`src/rtl/irqx_pkg.sv`:
```
package irqx_pkg;
  localparam int unsigned DATA_W = 16;
  localparam int unsigned ADDR_W = 8;

  localparam logic [ADDR_W-1:0] OFS_PEND = 8'h16;
  localparam logic [ADDR_W-1:0] OFS_LIVE = 8'h18;
  localparam logic [ADDR_W-1:0] OFS_ENSET = 8'h1A;
  localparam logic [ADDR_W-1:0] OFS_ENCLR = 8'h1C;

  typedef enum logic [2:0] {
    SEL_NONE,
    SEL_PEND,
    SEL_LIVE,
    SEL_ENSET,
    SEL_ENCLR
  } reg_sel_e;
endpackage

```
`src/rtl/irqx_sync.sv`:
```
module irqx_sync #(
  parameter int unsigned WIDTH  = 16,
  parameter int unsigned STAGES = 2
) (
  input  logic             clk,
  input  logic             rst_n,
  input  logic [WIDTH-1:0] async_in,
  output logic [WIDTH-1:0] sync_out
);
  logic [STAGES-1:0][WIDTH-1:0] chain_q;

  for (genvar s = 0; s < STAGES; s++) begin : g_stage
    if (s == 0) begin : g_first
      always_ff @(posedge clk or negedge rst_n) begin
        if (!rst_n) chain_q[s] <= '0;
        else        chain_q[s] <= async_in;
      end
    end else begin : g_next
      always_ff @(posedge clk or negedge rst_n) begin
        if (!rst_n) chain_q[s] <= '0;
        else        chain_q[s] <= chain_q[s-1];
      end
    end
  end

  assign sync_out = chain_q[STAGES-1];
endmodule

```
`src/rtl/irqx_pending.sv`:
```
module irqx_pending #(
  parameter int unsigned WIDTH = 16
) (
  input  logic             clk,
  input  logic             rst_n,
  input  logic [WIDTH-1:0] level,
  input  logic             ack_we,
  input  logic [WIDTH-1:0] ack_bits,
  output logic [WIDTH-1:0] pending
);
  logic [WIDTH-1:0] level_d;
  logic [WIDTH-1:0] rise;
  logic [WIDTH-1:0] clr_bits;

  assign rise     = level & ~level_d;
  assign clr_bits = ack_we ? ack_bits : '0;

  always_ff @(posedge clk or negedge rst_n) begin
    if (!rst_n) begin
      level_d <= '0;
      pending <= '0;
    end else begin
      level_d <= level;
      // a rising edge is applied after the clear, so it wins a collision
      pending <= (pending & ~clr_bits) | rise;
    end
  end

  AST_EDGE_LATCHES: assert property (@(posedge clk) disable iff (!rst_n)
    1'b1 |=> ((pending & $past(rise)) == $past(rise)));
  AST_PENDING_STICKY: assert property (@(posedge clk) disable iff (!rst_n)
    !ack_we |=> ((pending & $past(pending)) == $past(pending)));
  AST_ACK_CLEARS: assert property (@(posedge clk) disable iff (!rst_n)
    ack_we |=> ((pending & $past(ack_bits & ~rise)) == '0));
  AST_SET_WINS: assert property (@(posedge clk) disable iff (!rst_n)
    (ack_we && ((ack_bits & rise) != '0)) |=> ((pending & $past(ack_bits & rise)) == $past(ack_bits & rise)));
endmodule

```
`src/rtl/irqx_enable.sv`:
```
module irqx_enable #(
  parameter int unsigned WIDTH = 16
) (
  input  logic             clk,
  input  logic             rst_n,
  input  logic             set_we,
  input  logic             clr_we,
  input  logic [WIDTH-1:0] wbits,
  output logic [WIDTH-1:0] enable
);
  logic [WIDTH-1:0] set_bits;
  logic [WIDTH-1:0] clr_bits;

  assign set_bits = set_we ? wbits : '0;
  assign clr_bits = clr_we ? wbits : '0;

  always_ff @(posedge clk or negedge rst_n) begin
    if (!rst_n) enable <= '0;
    else        enable <= (enable | set_bits) & ~clr_bits;
  end

  AST_SET_ONLY_SETS: assert property (@(posedge clk) disable iff (!rst_n)
    (set_we && !clr_we) |=> (enable == ($past(enable) | $past(wbits))));
  AST_CLR_ONLY_CLEARS: assert property (@(posedge clk) disable iff (!rst_n)
    (clr_we && !set_we) |=> (enable == ($past(enable) & ~$past(wbits))));
  AST_IDLE_HOLDS: assert property (@(posedge clk) disable iff (!rst_n)
    (!set_we && !clr_we) |=> $stable(enable));
endmodule

```
`src/rtl/irqx_regif.sv`:
```
module irqx_regif
  import irqx_pkg::*;
#(
  parameter int unsigned WIDTH = DATA_W,
  parameter int unsigned AW    = ADDR_W
) (
  input  logic [AW-1:0]    addr,
  input  logic             wr,
  input  logic [WIDTH-1:0] pending,
  input  logic [WIDTH-1:0] live,
  input  logic [WIDTH-1:0] enable,
  output logic             ack_we,
  output logic             set_we,
  output logic             clr_we,
  output logic [WIDTH-1:0] rdata
);
  reg_sel_e sel;

  always_comb begin
    unique case (addr)
      AW'(OFS_PEND):  sel = SEL_PEND;
      AW'(OFS_LIVE):  sel = SEL_LIVE;
      AW'(OFS_ENSET): sel = SEL_ENSET;
      AW'(OFS_ENCLR): sel = SEL_ENCLR;
      default:        sel = SEL_NONE;
    endcase
  end

  assign ack_we = wr && (sel == SEL_PEND);
  assign set_we = wr && (sel == SEL_ENSET);
  assign clr_we = wr && (sel == SEL_ENCLR);

  always_comb begin
    unique case (sel)
      SEL_PEND:            rdata = pending;
      SEL_LIVE:            rdata = live;
      SEL_ENSET, SEL_ENCLR: rdata = enable;
      default:             rdata = '0;
    endcase
  end

  always_comb begin
    AST_ONE_STROBE: assert ($onehot0({ack_we, set_we, clr_we}));
  end
endmodule

```
`src/rtl/irqx_aggregator.sv`:
```
module irqx_aggregator
  import irqx_pkg::*;
#(
  parameter int unsigned LINES       = DATA_W,
  parameter int unsigned AW          = ADDR_W,
  parameter int unsigned SYNC_STAGES = 2
) (
  input  logic             clk,
  input  logic             rst_n,
  input  logic [LINES-1:0] irq_in,
  input  logic [AW-1:0]    bus_addr,
  input  logic             bus_wr,
  input  logic [LINES-1:0] bus_wdata,
  output logic [LINES-1:0] bus_rdata,
  output logic             irq_out
);
  logic [LINES-1:0] live;
  logic [LINES-1:0] pending;
  logic [LINES-1:0] enable;
  logic             ack_we;
  logic             set_we;
  logic             clr_we;

  irqx_sync #(.WIDTH(LINES), .STAGES(SYNC_STAGES)) u_sync (
    .clk(clk), .rst_n(rst_n), .async_in(irq_in), .sync_out(live)
  );

  irqx_pending #(.WIDTH(LINES)) u_pending (
    .clk(clk), .rst_n(rst_n), .level(live), .ack_we(ack_we),
    .ack_bits(bus_wdata), .pending(pending)
  );

  irqx_enable #(.WIDTH(LINES)) u_enable (
    .clk(clk), .rst_n(rst_n), .set_we(set_we), .clr_we(clr_we),
    .wbits(bus_wdata), .enable(enable)
  );

  irqx_regif #(.WIDTH(LINES), .AW(AW)) u_regif (
    .addr(bus_addr), .wr(bus_wr), .pending(pending), .live(live),
    .enable(enable), .ack_we(ack_we), .set_we(set_we), .clr_we(clr_we),
    .rdata(bus_rdata)
  );

  assign irq_out = |(pending & enable);

  AST_MASK_ALL_QUIETS: assert property (@(posedge clk) disable iff (!rst_n)
    (clr_we && (&bus_wdata)) |=> !irq_out);
  AST_OUT_NEEDS_ENABLE: assert property (@(posedge clk) disable iff (!rst_n)
    irq_out |-> (enable != '0));
  AST_OUT_NEEDS_PENDING: assert property (@(posedge clk) disable iff (!rst_n)
    irq_out |-> (pending != '0));
endmodule

```
`config.mk`:
```
export PLATFORM = sky130hd
export DESIGN_NAME = irqx_aggregator
export DESIGN_NICKNAME = d
export VERILOG_FILES = /design/src/rtl/irqx_pkg.sv /design/src/rtl/irqx_sync.sv /design/src/rtl/irqx_pending.sv /design/src/rtl/irqx_enable.sv /design/src/rtl/irqx_regif.sv /design/src/rtl/irqx_aggregator.sv
export SDC_FILE = /design/constraint.sdc
export NUM_CORES = 1
export LEC_CHECK = 0
export BUFFER_PORTS_ARGS = -buffer_cell sky130_fd_sc_hd__buf_2
export CAP_MARGIN = 5
export CORE_MARGIN = 2
export CORE_UTILIZATION = 29
export DETAILED_ROUTE_END_ITERATION = 8
export GPL_TIMING_DRIVEN = 0
export PLACE_DENSITY = 0.48
export SETUP_SLACK_MARGIN = 0.2
export SYNTH_ARGS = -nofsm -noshare
export SYNTH_HDL_FRONTEND = slang
export SYNTH_HIERARCHICAL = 1
export SYNTH_SLANG_ARGS = --single-unit
export TNS_END_PERCENT = 1
```
`constraint.sdc`:
```
create_clock -name clk -period 1 [get_ports clk]
set_input_delay 0.05 -clock clk [delete_from_list [all_inputs] [get_ports clk]]
set_output_delay 0.05 -clock clk [all_outputs]
set_load 0.005 [all_outputs]
```
==> summary.md, run 1 <==
| Metric | Value |
|---|---|
| Synth Instances | `297` |
| Worst hold path type | `input pin to asynchronous set/reset pin` |
| Leakage power total | `2.10 nW` |
| Comb pwr share | `0.102` |
| RSZ-0062 raised after global routing | `true` |
| First-pass GRT wire length | `14100 µm` |
| Pre-antenna DRT Iters | `8` |
| Post-DP HPWL | `5730 µm` |
| Peak supply drop | `0.000936 V` |
| Crit end category | `output port` |
| Synth Cell Area | `3450 µm²` |
| Vias per Instance | `4.67` |
| Initial Utilization | `0.300` |
| Cts bufs inserted | `9` |
| Die height | `113 µm` |
| H-Tree Depth | `3` |
| WL per Instance | `15.8 µm` |
| FF+latch count, synth | `80` |
| Internal | `5.55 mW` |
| Syn Nets | `340` |
| Fin cells | `551` |
| Vias | `2573` |
| Dpl cells | `498` |
| Root buffer cell | `clkbuf_16` |
| Netlist cell types | `22` |
| Clk_skew | `0.00497 ns` |
| Reg clk slew, reported paths | `0.06 ns` |
| Antenna Diode Count | `0` |
| Slowest cell on crit path | `dfrtp_1` |
| Die W | `113 µm` |
| Least-Margin Pin Slew | `0.313 ns` |
| Pre-CTS WS | `-0.773 ns` |
| Largest stage delay, worst path | `0.39 ns` |
| Total Die Area | `12800 µm²` |
| Synthesized area per cell | `11.6 µm²` |
| PortBufs | `57` |
| Antenna violations before repair | `0` |
| DRT Wirelength | `8720 µm` |
| Synth top area share | `0.580` |
| Post-DP Area | `3980 µm²` |
| Hold Violations, Final | `0` |
| Overall Global Routing Usage | `0.143` |
| Vias in the first global route | `2556` |
| Row cnt | `39` |
| Layout cell share with drive strength beyond 1 | `0.400` |
| Final period utilization | `1.58` |
| Max Root-Sink Buffers | `2` |
| Fin area | `4700 µm²` |
| Kind of critical path | `register to output port` |
| Crit path max-delay family | `compound AO/OA/AOI/OAI gates` |
| Drt first-iter violations | `146` |
| Global route total overflow | `0` |
| Post-DRT Antenna Nets | `0` |
| Ranking of synthesized cells by area | `dfrtp_1, a21oi_2, mux2_2, a22o_1, nand3_1` |
| YS warnings | `6` |
| Share of synthesized registers carrying an async set or reset | `1.00` |
| WHS | `0.130 ns` |
| # setup viols final | `49` |
| Total core area | `11500 µm²` |
| Psw | `1.69 mW` |
| Net count, final | `446` |
| # DRC | `4` |
| Syn-to-layout area delta | `36.0%` |
| PwrDens | `1540 nW/µm²` |
| Switch share | `0.234` |
| FMAX | `0.632 GHz` |
| Top FF cell, synth | `dfrtp_1` |
| Ports | `60` |
| Clock power frac | `0.425` |
| Post-synth EDFFs | `0` |
| Max FO, Critical Path | `2` |
| Relative slew margins | `0.791` |
| Sinks on Clock Net | `80` |
| Commonest cells in the netlist | `dfrtp_1, nand2_1, nand3_1, a21oi_2, a22o_1` |
| CTS tree | `yes` |
| Routability cong. | `0.774` |
| Sequential cell area fraction in the yosys report | `0.580` |
| CP Launch Type | `register` |
| Crit path cell chain | `a22o_1 > a221oi_2 > nand4_1 > buf_2` |
| Post-layout min period | `1.58 ns` |
| Failing checks | `design-rule violations, negative setup slack` |
| Final worst slack | `-0.583 ns` |
| Flop pwr share | `0.474` |
| Crit path DAT | `1.53 ns` |
| Top cell type by total area after synthesis | `dfrtp_1` |
| Largest net degree at the start of global routing | `59` |
| Critical Path RT | `0.95 ns` |
| Status | `finished with violations` |
| Count leader, synth | `dfrtp_1` |
| Max-slew violations | `0` |
| Max_cap viols | `0` |
| Clk Latency, worst-skew pair | `0.33 ns` |
| Total design power | `7.25 mW` |
| Buffer and inverter count on the worst path | `1` |
[cell type report]
type	count	area, µm²
fillers	1116	6820
plain buffers	36	332
inverters	17	63.8
clock buffers	11	253
flip-flops and latches	80	2000
clock inverters	5	31.3
multi-input cells	164	1160
repair buffers	95	679
well taps	143	179
[placed cells by master (no fill, tap or decap), drive strengths merged]
cell / synthesis / layout
a221oi: 4 / 4
nand2b: 1 / 1
buf: 34 / 93
nor4: 1 / 1
nor3: 2 / 2
nand3: 32 / 32
inv: 17 / 17
a31oi: 16 / 16
mux2: 16 / 16
clkinvlp: 0 / 1
nand4: 1 / 1
nand2: 35 / 35
clkbuf: 2 / 16
nor2b: 3 / 3
dfrtp: 80 / 80
a21oi: 32 / 32
clkinv: 0 / 4
a22o: 20 / 20
dlygate4sd3: 0 / 33
or4: 1 / 1
[power by group through the flow]
stage	Clock [mW]	Sequential, mW	Combinational (mW)
2_1_floorplan	0	3.48	0.330
6_report	3.08	3.43	0.736
4_1_cts	3.19	3.43	0.737
3_3_place_gp	0	3.49	0.599
3_5_place_dp	0	3.49	0.620
5_1_grt	3.35	3.44	0.810
[routing by layer]
metal	GRT usage	vias up	share of wire	routed length, µm
li1	-	1238	-	-
met1	0.202	1251	0.48	4200
met2	0.212	74	0.46	3980
met3	0.0402	10	0.045	396
met4	0.0520	0	0.016	140
met5	0	-	0	0
[stage by stage]
step           TNS, ns  utilization
2_1_floorplan   -11.96            -
3_3_place_gp    -90.43        0.343
3_5_place_dp    -27.78        0.346
4_1_cts         -14.58        0.404
5_1_grt         -17.20        0.408
6_report        -14.57        0.408
[sequential cells by signal, indices dropped and copies added (netlist names)]
register,cells
u_enable/enable,16
u_sync/sync_out,16
u_pending/pending,16
u_sync/chain_q,16
u_pending/level_d,16
[logic make-up (layout without fill, tap and decap cells)]
| logic type | count (synthesis) | count (layout) | synth area share |
|---|---|---|---|
| compound gates | 72 | 72 | 0.166 |
| flops | 80 | 80 | 0.580 |
| mux | 16 | 16 | 0.0522 |
| simple gates | 76 | 76 | 0.102 |
| buf+inv | 53 | 164 | 0.0996 |
[path summary, 6_finish.rpt]
check / startpoint / endpoint / slack (ns) / cells after the start
worst min-delay path: rst_n / u_sync/chain_q[13] / 0.13 / 2
min in group clk: bus_addr[1] / u_enable/enable[3] / 0.34 / 6
worst max register to register: u_pending/pending[2] / u_pending/pending[2] / 0.15 / 2
worst max-delay path: u_enable/enable[7] / irq_out / -0.58 / 4
max in group asynchronous: rst_n / u_pending/pending[0] / 0.31 / 3
worst min register to register: u_sync/chain_q[13] / u_sync/sync_out[13] / 0.34 / 0
[repair_timing]
item / 4_1_cts / 5_1_grt
setup endpoints to repair: 49 / 107
pin swaps: 3 / 1
buffers inserted: 4 / 0
hold buffers: 33 / 0
gates resized for setup: 9 / 10
endpoints found under the hold margin: 112 / 0
(Power assumes the default switching activity.)
==> run 2: changes to the inputs <==
--- a/config.mk
+++ b/config.mk
@@ -5,13 +5,14 @@
 export SDC_FILE = /design/constraint.sdc
 export NUM_CORES = 1
 export LEC_CHECK = 0
+export ABC_AREA = 1
 export BUFFER_PORTS_ARGS = -buffer_cell sky130_fd_sc_hd__buf_2
 export CAP_MARGIN = 5
 export CORE_MARGIN = 2
-export CORE_UTILIZATION = 29
+export CORE_UTILIZATION = 35
 export DETAILED_ROUTE_END_ITERATION = 8
 export GPL_TIMING_DRIVEN = 0
-export PLACE_DENSITY = 0.48
+export PLACE_DENSITY = 0.56
 export SETUP_SLACK_MARGIN = 0.2
 export SYNTH_ARGS = -nofsm -noshare
 export SYNTH_HDL_FRONTEND = slang
==> summary.md, run 2 <==
| Metric | Value |
|---|---|
| Clk Latency, worst-skew pair | `0.35 ns (was 0.33 ns)` |
| Commonest non-fill, non-tap cell in the layout | `nand2_1 (was dfrtp_1)` |
| WHS | `-0.373 ns (was 0.130 ns)` |
| # DRC | `0 (was 4)` |
| Syn Nets | `488 (was 340)` |
| Reg2Reg Depth | `5 (was 2)` |
| Failing checks | `negative hold slack, negative setup slack (was design-rule violations, negative setup slack)` |
| Root buffer cell | `clkbuf_8 (was clkbuf_16)` |
| First-pass GRT wire length | `14200 µm (was 14100 µm)` |
| Synthesized area per cell | `8.28 µm² (was 11.6 µm²)` |
| Largest net degree at the start of global routing | `51 (was 59)` |
| Worst hold path type | `input pin to asynchronous set/reset pin (unchanged)` |
| Sequential cell area fraction in the yosys report | `0.543 (was 0.580)` |
| Layer with the highest usage | `met2 (unchanged)` |
| Status | `finished with violations (unchanged)` |
| Fin area | `5040 µm² (was 4700 µm²)` |
| Largest stage delay, worst path | `0.40 ns (was 0.39 ns)` |
| R2r endpoint | `u_enable/enable[7] (was u_pending/pending[2])` |
| Total core area | `10300 µm² (was 11500 µm²)` |
| Net count, final | `605 (was 446)` |
| PortBufs | `59 (was 57)` |
| Most used cell, CP | `nand2_1` |
| Layout cell share with drive strength beyond 1 | `0.321 (was 0.400)` |
| Reg-to-Reg Start | `u_enable/enable[7] (was u_pending/pending[2])` |
| Vias | `2956 (was 2573)` |
| Total Die Area | `11400 µm² (was 12800 µm²)` |
| Clk_skew | `0.00684 ns (was 0.00497 ns)` |
| CP Launch Type | `register (unchanged)` |
| Count leader, synth | `nand2_1 (was dfrtp_1)` |
| Vias in the first global route | `3036 (was 2556)` |
| Share of synthesized registers carrying an async set or reset | `1.00 (unchanged)` |
| Crit path cell chain | `nand2_1 > nand2_2 > inv_1 > nand2_1 > nor2_2 > nand2_1 > buf_2 (was a22o_1 > a221oi_2 > nand4_1 > buf_2)` |
| Die W | `107 µm (was 113 µm)` |
| Top FF cell, synth | `dfrtp_1 (unchanged)` |
| Synth top area share | `0.543 (was 0.580)` |
| Finished Core Util | `0.490 (was 0.408)` |
| Met2 Track Usage GR | `0.264 (was 0.212)` |
| Synth Instances | `445 (was 297)` |
| Row cnt | `37 (was 39)` |
| H-Tree Depth | `3 (unchanged)` |
| Sinks on Clock Net | `80 (unchanged)` |
| Slowest cell on crit path | `dfrtp_1 (unchanged)` |
| Initial Utilization | `0.359 (was 0.300)` |
| Cts bufs inserted | `9 (unchanged)` |
| FMAX | `0.734 GHz (was 0.632 GHz)` |
| Hold_buf cts | `32 (was 33)` |
| FF+latch count, synth | `80 (unchanged)` |
| Final period utilization | `1.36 (was 1.58)` |
| Commonest cells in the netlist | `nand2_1, dfrtp_1, inv_1, nand3_1, nand2_2 (was dfrtp_1, nand2_1, nand3_1, a21oi_2, a22o_1)` |
| Least-Margin Pin Slew | `0.435 ns (was 0.313 ns)` |
| Die height | `107 µm (was 113 µm)` |
| Final worst slack | `-0.362 ns (was -0.583 ns)` |
| Post-layout min period | `1.36 ns (was 1.58 ns)` |
| Ports | `60 (unchanged)` |
| Buffer and inverter count on the worst path | `2 (was 1)` |
| Max-slew violations | `0 (unchanged)` |
| Crit path DAT | `1.31 ns (was 1.53 ns)` |
| Leakage power total | `2.75 nW (was 2.10 nW)` |
| Post-synth EDFFs | `0 (unchanged)` |
| Reg clk slew, reported paths | `0.09 ns (was 0.06 ns)` |
| Syn-to-layout area delta | `36.7% (was 36.0%)` |
| Pre-antenna DRT Iters | `5 (was 8)` |
| Overall Global Routing Usage | `0.162 (was 0.143)` |
| Peak supply drop | `0.000806 V (was 0.000936 V)` |
| M3 GR Usage | `0.0377 (was 0.0402)` |
| Synth Cell Area | `3680 µm² (was 3450 µm²)` |
| M1 GR Usage | `0.213 (was 0.202)` |
| Post-DP HPWL | `5500 µm (was 5730 µm)` |
| Kind of critical path | `register to output port (unchanged)` |
| Crit end category | `output port (unchanged)` |
| Drt first-iter violations | `123 (was 146)` |
| Global route total overflow | `0 (unchanged)` |
| Post-DRT Antenna Nets | `0 (unchanged)` |
| Hold Violations, Final | `45 (was 0)` |
| Routability cong. | `0.763 (was 0.774)` |
| RSZ-0062 raised after global routing | `true (unchanged)` |
| WL per Instance | `12.0 µm (was 15.8 µm)` |
| Antenna violations before repair | `0 (unchanged)` |
| Vias per Instance | `4.20 (was 4.67)` |
| Ranking of synthesized cells by area | `dfrtp_1, nand2_1, inv_1, nand3_1, buf_4 (was dfrtp_1, a21oi_2, mux2_2, a22o_1, nand3_1)` |
| Post-DP Area | `4250 µm² (was 3980 µm²)` |
| PwrDens | `1320 nW/µm² (was 1540 nW/µm²)` |
| Most frequent cells in the layout | `nand2_1, dfrtp_1, inv_1 (was dfrtp_1, buf_2, nand2_1)` |
| Relative slew margins | `0.710 (was 0.791)` |
| Max_cap viols | `0 (unchanged)` |
| DRT Wirelength | `8410 µm (was 8720 µm)` |
| Critical Path RT | `0.95 ns (about the same)` |
| # setup viols final | `37 (was 49)` |
| CTS tree | `yes (unchanged)` |
| Antenna Diode Count | `0 (unchanged)` |
| Top cell type by total area after synthesis | `dfrtp_1 (unchanged)` |
| Crit path max-delay family | `flip-flops (was compound AO/OA/AOI/OAI gates)` |
| Netlist cell types | `17 (was 22)` |
| Max FO, Critical Path | `3 (was 2)` |
| Total design power | `6.63 mW (was 7.25 mW)` |
| Max Root-Sink Buffers | `2 (unchanged)` |
| Pre-CTS WS | `-0.620 ns (was -0.773 ns)` |
| R2R setup slack | `0.18 ns (was 0.15 ns)` |
| YS warnings | `6 (unchanged)` |
==> run 2: cell types whose count changed after synthesis, moves of 6 or more <==
| cell | before | now |
|---|---|---|
| a21oi_1 | 11 | 0 |
| a21oi_2 | 21 | 0 |
| a22o_1 | 20 | 0 |
| a31oi_1 | 16 | 0 |
| buf_2 | 11 | 0 |
| inv_1 | 17 | 76 |
| mux2_2 | 16 | 0 |
| nand2_1 | 35 | 189 |
| nand2_2 | 0 | 24 |
| nor2_1 | 0 | 6 |
==> run 2: power by group <==
| group | total [mW] | internal, mW | leakage [nW] | switching, mW |
|---|---|---|---|---|
| logic | 0.628 | 0.312 | 1.80 | 0.316 |
| clock network | 2.59 | 1.41 | 0.104 | 1.18 |
| registers | 3.42 | 3.36 | 0.844 | 0.0529 |
==> run 2: per-layer routing <==
layer | vias up | wire, µm
met5 | - | 0
met1 | 1369 | 3860
met2 | 71 | 4060
li1 | 1508 | -
met4 | 0 | 112
met3 | 8 | 379
==> run 2: worst max-delay path by stage <==
stage	from	to	slack, ns	depth (start not counted)
4_1_cts	u_enable/enable[6]	irq_out	-0.38	7
5_1_grt	u_pending/pending[14]	irq_out	-0.47	7
2_1_floorplan	bus_addr[3]	u_enable/enable[11]	-0.15	12
6_report	u_enable/enable[15]	irq_out	-0.36	7
3_3_place_gp	rst_n	u_sync/chain_q[6]	-0.78	1
3_5_place_dp	bus_addr[3]	u_enable/enable[11]	-0.62	13
==> run 2: timing repair <==
item	4_1_cts	5_1_grt
cloned	0	0
pin swaps	25	6
endpoints found under the setup margin	49	49
setup buffers	7	7
endpoints found under the hold margin	78	30
gates resized for setup	33	12
==> run 2: logic make-up after synthesis <==
| group | count (synthesis) | synth area share |
|---|---|---|
| AND/OR/NAND/NOR | 259 | 0.305 |
| buffers and inverters | 106 | 0.152 |
| flip-flops | 80 | 0.543 |
==> run 2: final cells by class <==
class,count,area [µm²]
plain buffers,28,324
clock buffers,11,131
clock inverters,5,81.3
fillers,986,5240
inverters,78,310
multi-input cells,259,1240
flip-flops and latches,80,2000
well taps,136,170
repair buffers,106,774
==> run 2: per-stage QoR <==
step | TNS (ns) | instances
global route | -9.14 | 703
global placement | -81.10 | 640
detailed placement | -20.05 | 641
CTS | -6.05 | 696
floorplan | -2.63 | 445
finish | -5.83 | 703
==> run 3: changes to the inputs <==
--- a/config.mk
+++ b/config.mk
@@ -8,11 +8,13 @@
 export ABC_AREA = 1
 export BUFFER_PORTS_ARGS = -buffer_cell sky130_fd_sc_hd__buf_2
 export CAP_MARGIN = 5
+export CELL_PAD_IN_SITES_DETAIL_PLACEMENT = 0
+export CELL_PAD_IN_SITES_GLOBAL_PLACEMENT = 1
 export CORE_MARGIN = 2
 export CORE_UTILIZATION = 35
 export DETAILED_ROUTE_END_ITERATION = 8
 export GPL_TIMING_DRIVEN = 0
-export PLACE_DENSITY = 0.56
+export PLACE_DENSITY = 0.71
 export SETUP_SLACK_MARGIN = 0.2
 export SYNTH_ARGS = -nofsm -noshare
 export SYNTH_HDL_FRONTEND = slang
==> summary.md, run 3 (synthesized netlist as in run 2, its figures left out) <==
| Metric | Value |
|---|---|
| Drt first-iter violations | `92 (was 123)` |
| Pre-antenna DRT Iters | `4 (was 5)` |
| # DRC | `0 (unchanged)` |
| PortBufs | `59 (unchanged)` |
| Total Die Area | `11400 µm² (unchanged)` |
| M1 GR Usage | `0.221 (was 0.213)` |
| Die height | `107 µm (unchanged)` |
| Internal | `4.83 mW (was 5.08 mW)` |
| Max FO, Critical Path | `2 (was 3)` |
| Status | `finished with violations (unchanged)` |
| Hold Violations, Final | `37 (was 45)` |
| Total core area | `10300 µm² (unchanged)` |
| Ports | `60 (unchanged)` |
| Leakage power total | `2.71 nW (was 2.75 nW)` |
| Commonest non-fill, non-tap cell in the layout | `nand2_1 (unchanged)` |
| Cts bufs inserted | `9 (unchanged)` |
| Multi-input logic area | `1250 µm² (was 1240 µm²)` |
| Global route total overflow | `0 (unchanged)` |
| Net count, final | `599 (was 605)` |
| Max Root-Sink Buffers | `2 (unchanged)` |
| Most used cell, CP | `nand2_2 (was nand2_1)` |
| Row cnt | `37 (unchanged)` |
| Pre-CTS WS | `-0.641 ns (was -0.620 ns)` |
| Post-DP HPWL | `5590 µm (was 5500 µm)` |
| Reg clk slew, reported paths | `0.08 ns (was 0.09 ns)` |
| Max_cap viols | `0 (unchanged)` |
| Initial Utilization | `0.359 (unchanged)` |
| Reg-to-Reg Start | `u_enable/enable[3] (was u_enable/enable[7])` |
| FMAX | `0.741 GHz (was 0.734 GHz)` |
| Antenna violations before repair | `0 (unchanged)` |
| Routability cong. | `0.788 (was 0.763)` |
| Antenna Diode Count | `0 (unchanged)` |
| Vias in the first global route | `2864 (was 3036)` |
| Post-DRT Antenna Nets | `0 (unchanged)` |
| Root buffer cell | `clkbuf_8 (unchanged)` |
| Hold_buf cts | `32 (unchanged)` |
| Slowest cell on crit path | `dfrtp_1 (unchanged)` |
| Largest stage delay, worst path | `0.40 ns (about the same)` |
| Peak supply drop | `0.000697 V (was 0.000806 V)` |
| Overall Global Routing Usage | `0.159 (was 0.162)` |
| CTS tree | `yes (unchanged)` |
| Final period utilization | `1.35 (was 1.36)` |
| Switch share | `0.240 (was 0.234)` |
| Critical Path RT | `0.95 ns (about the same)` |
| Layer with the highest usage | `met2 (unchanged)` |
| WL per Instance | `12.2 µm (was 12.0 µm)` |
| R2R setup slack | `0.18 ns (about the same)` |
| Die W | `107 µm (unchanged)` |
| Fin cells | `697 (was 703)` |
| Reg2Reg Depth | `5 (unchanged)` |
| Flip-flop and latch area | `2000 µm² (unchanged)` |
| Crit end category | `output port (unchanged)` |
| RSZ-0062 raised after global routing | `true (unchanged)` |
| Worst Setup SP | `u_enable/enable[3] (was u_enable/enable[15])` |
| Setup TNS | `-6.47 ns (was -5.83 ns)` |
| Crit path cell chain | `nand2_2 > nand2_2 > inv_2 > nand2_2 > nor2_2 > nand2_1 > buf_2 (was nand2_1 > nand2_2 > inv_1 > nand2_1 > nor2_2 > nand2_1 > buf_2)` |
| Worst Setup EP | `irq_out (unchanged)` |
| # setup viols final | `41 (was 37)` |
| WHS | `-0.326 ns (was -0.373 ns)` |
| Layout cell share with drive strength beyond 1 | `0.321 (about the same)` |
| Least-Margin Pin Slew | `0.530 ns (was 0.435 ns)` |
| Syn-to-layout area delta | `35.1% (was 36.7%)` |
| Largest net degree at the start of global routing | `44 (was 51)` |
| Comb pwr share | `0.096 (was 0.095)` |
| Vias | `2930 (was 2956)` |
| Psw | `1.53 mW (was 1.55 mW)` |
| Relative slew margins | `0.647 (was 0.710)` |
| PwrDens | `1280 nW/µm² (was 1320 nW/µm²)` |
| M3 GR Usage | `0.0292 (was 0.0377)` |
| Clock power frac | `0.366 (was 0.390)` |
| H-Tree Depth | `3 (unchanged)` |
| Crit path DAT | `1.30 ns (was 1.31 ns)` |
| Kind of critical path | `register to output port (unchanged)` |
| R2r endpoint | `u_enable/enable[3] (was u_enable/enable[7])` |
| Clk_skew | `0.00517 ns (was 0.00684 ns)` |
| Dpl cells | `641 (unchanged)` |
| DRT Wirelength | `8480 µm (was 8410 µm)` |
| CP Launch Type | `register (unchanged)` |
| Failing checks | `negative hold slack, negative setup slack (unchanged)` |
| Worst hold path type | `input pin to asynchronous set/reset pin (unchanged)` |
| Vias per Instance | `4.20 (about the same)` |
| Clk Latency, worst-skew pair | `0.35 ns (about the same)` |
| Met2 Track Usage GR | `0.251 (was 0.264)` |
| Flop pwr share | `0.537 (was 0.515)` |
| Post-layout min period | `1.35 ns (was 1.36 ns)` |
| FILL cells | `1032 (was 986)` |
| Final worst slack | `-0.349 ns (was -0.362 ns)` |
| First-pass GRT wire length | `13800 µm (was 14200 µm)` |
| Max-slew violations | `0 (unchanged)` |
| Most frequent cells in the layout | `nand2_1, dfrtp_1, inv_1 (unchanged)` |
| Sinks on Clock Net | `80 (unchanged)` |
[run 3: through the flow]
step                area, µm²  hold slack (ns)  utilization  power [mW]
finish                   4980           -0.326        0.485        6.36
global route             4980           -0.301        0.485        6.72
CTS                      4920           -0.318        0.479        6.46
detailed placement       4250           0.0755        0.413        3.96
global placement         4220            0.157        0.410        3.93
floorplan                3750           -0.246            -        3.69
[run 3: cell type report]
class	instances	area share
plain buffers	28	0.0643
clock buffers	12	0.0271
inverters	78	0.0623
clock inverters	4	0.0111
flip-flops and latches	80	0.402
multi-input cells	259	0.252
well taps	136	0.0342
repair buffers	100	0.147
[run 3: worst min path at each step]
| stage | startpoint | endpoint | slack, ns | depth (start not counted) |
|---|---|---|---|---|
| 3_5_place_dp | rst_n | u_sync/sync_out[3] | 0.08 | 1 |
| 4_1_cts | rst_n | u_sync/sync_out[3] | -0.32 | 1 |
| 5_1_grt | rst_n | u_sync/chain_q[1] | -0.30 | 1 |
| 6_report | rst_n | u_sync/chain_q[1] | -0.33 | 1 |
| 3_3_place_gp | irq_in[0] | u_sync/chain_q[0] | 0.16 | 1 |
| 2_1_floorplan | rst_n | u_enable/enable[0] | -0.25 | 0 |
[run 3: power groups by stage]
stage / clock (mW) / sequential (mW) / combinational [mW]
after floorplan: 0 / 3.47 / 0.224
after global placement: 0 / 3.48 / 0.454
after detailed placement: 0 / 3.48 / 0.480
after CTS: 2.43 / 3.42 / 0.617
after global routing: 2.60 / 3.43 / 0.688
final: 2.33 / 3.42 / 0.614
[run 3: routing by layer]
metal  share of wire  routed length, µm
met5               0                  0
met4           0.013                106
met3           0.044                376
met2            0.46               3860
met1            0.49               4130
[run 3: what timing repair did]
item | in CTS | in global routing
setup endpoints to repair | 49 | 49
resized for setup | 33 | 16
hold endpoints to repair | 82 | 37
gates cloned | 0 | 0
buffers inserted | 7 | 1
pin swaps | 26 | 8
[run 3: critical path, delay by kind of cell (launching register included)]
family,cells,cell delay [ns]
flip-flops,1,0.40
buffers and inverters,2,0.18
AND/OR/NAND/NOR,5,0.37
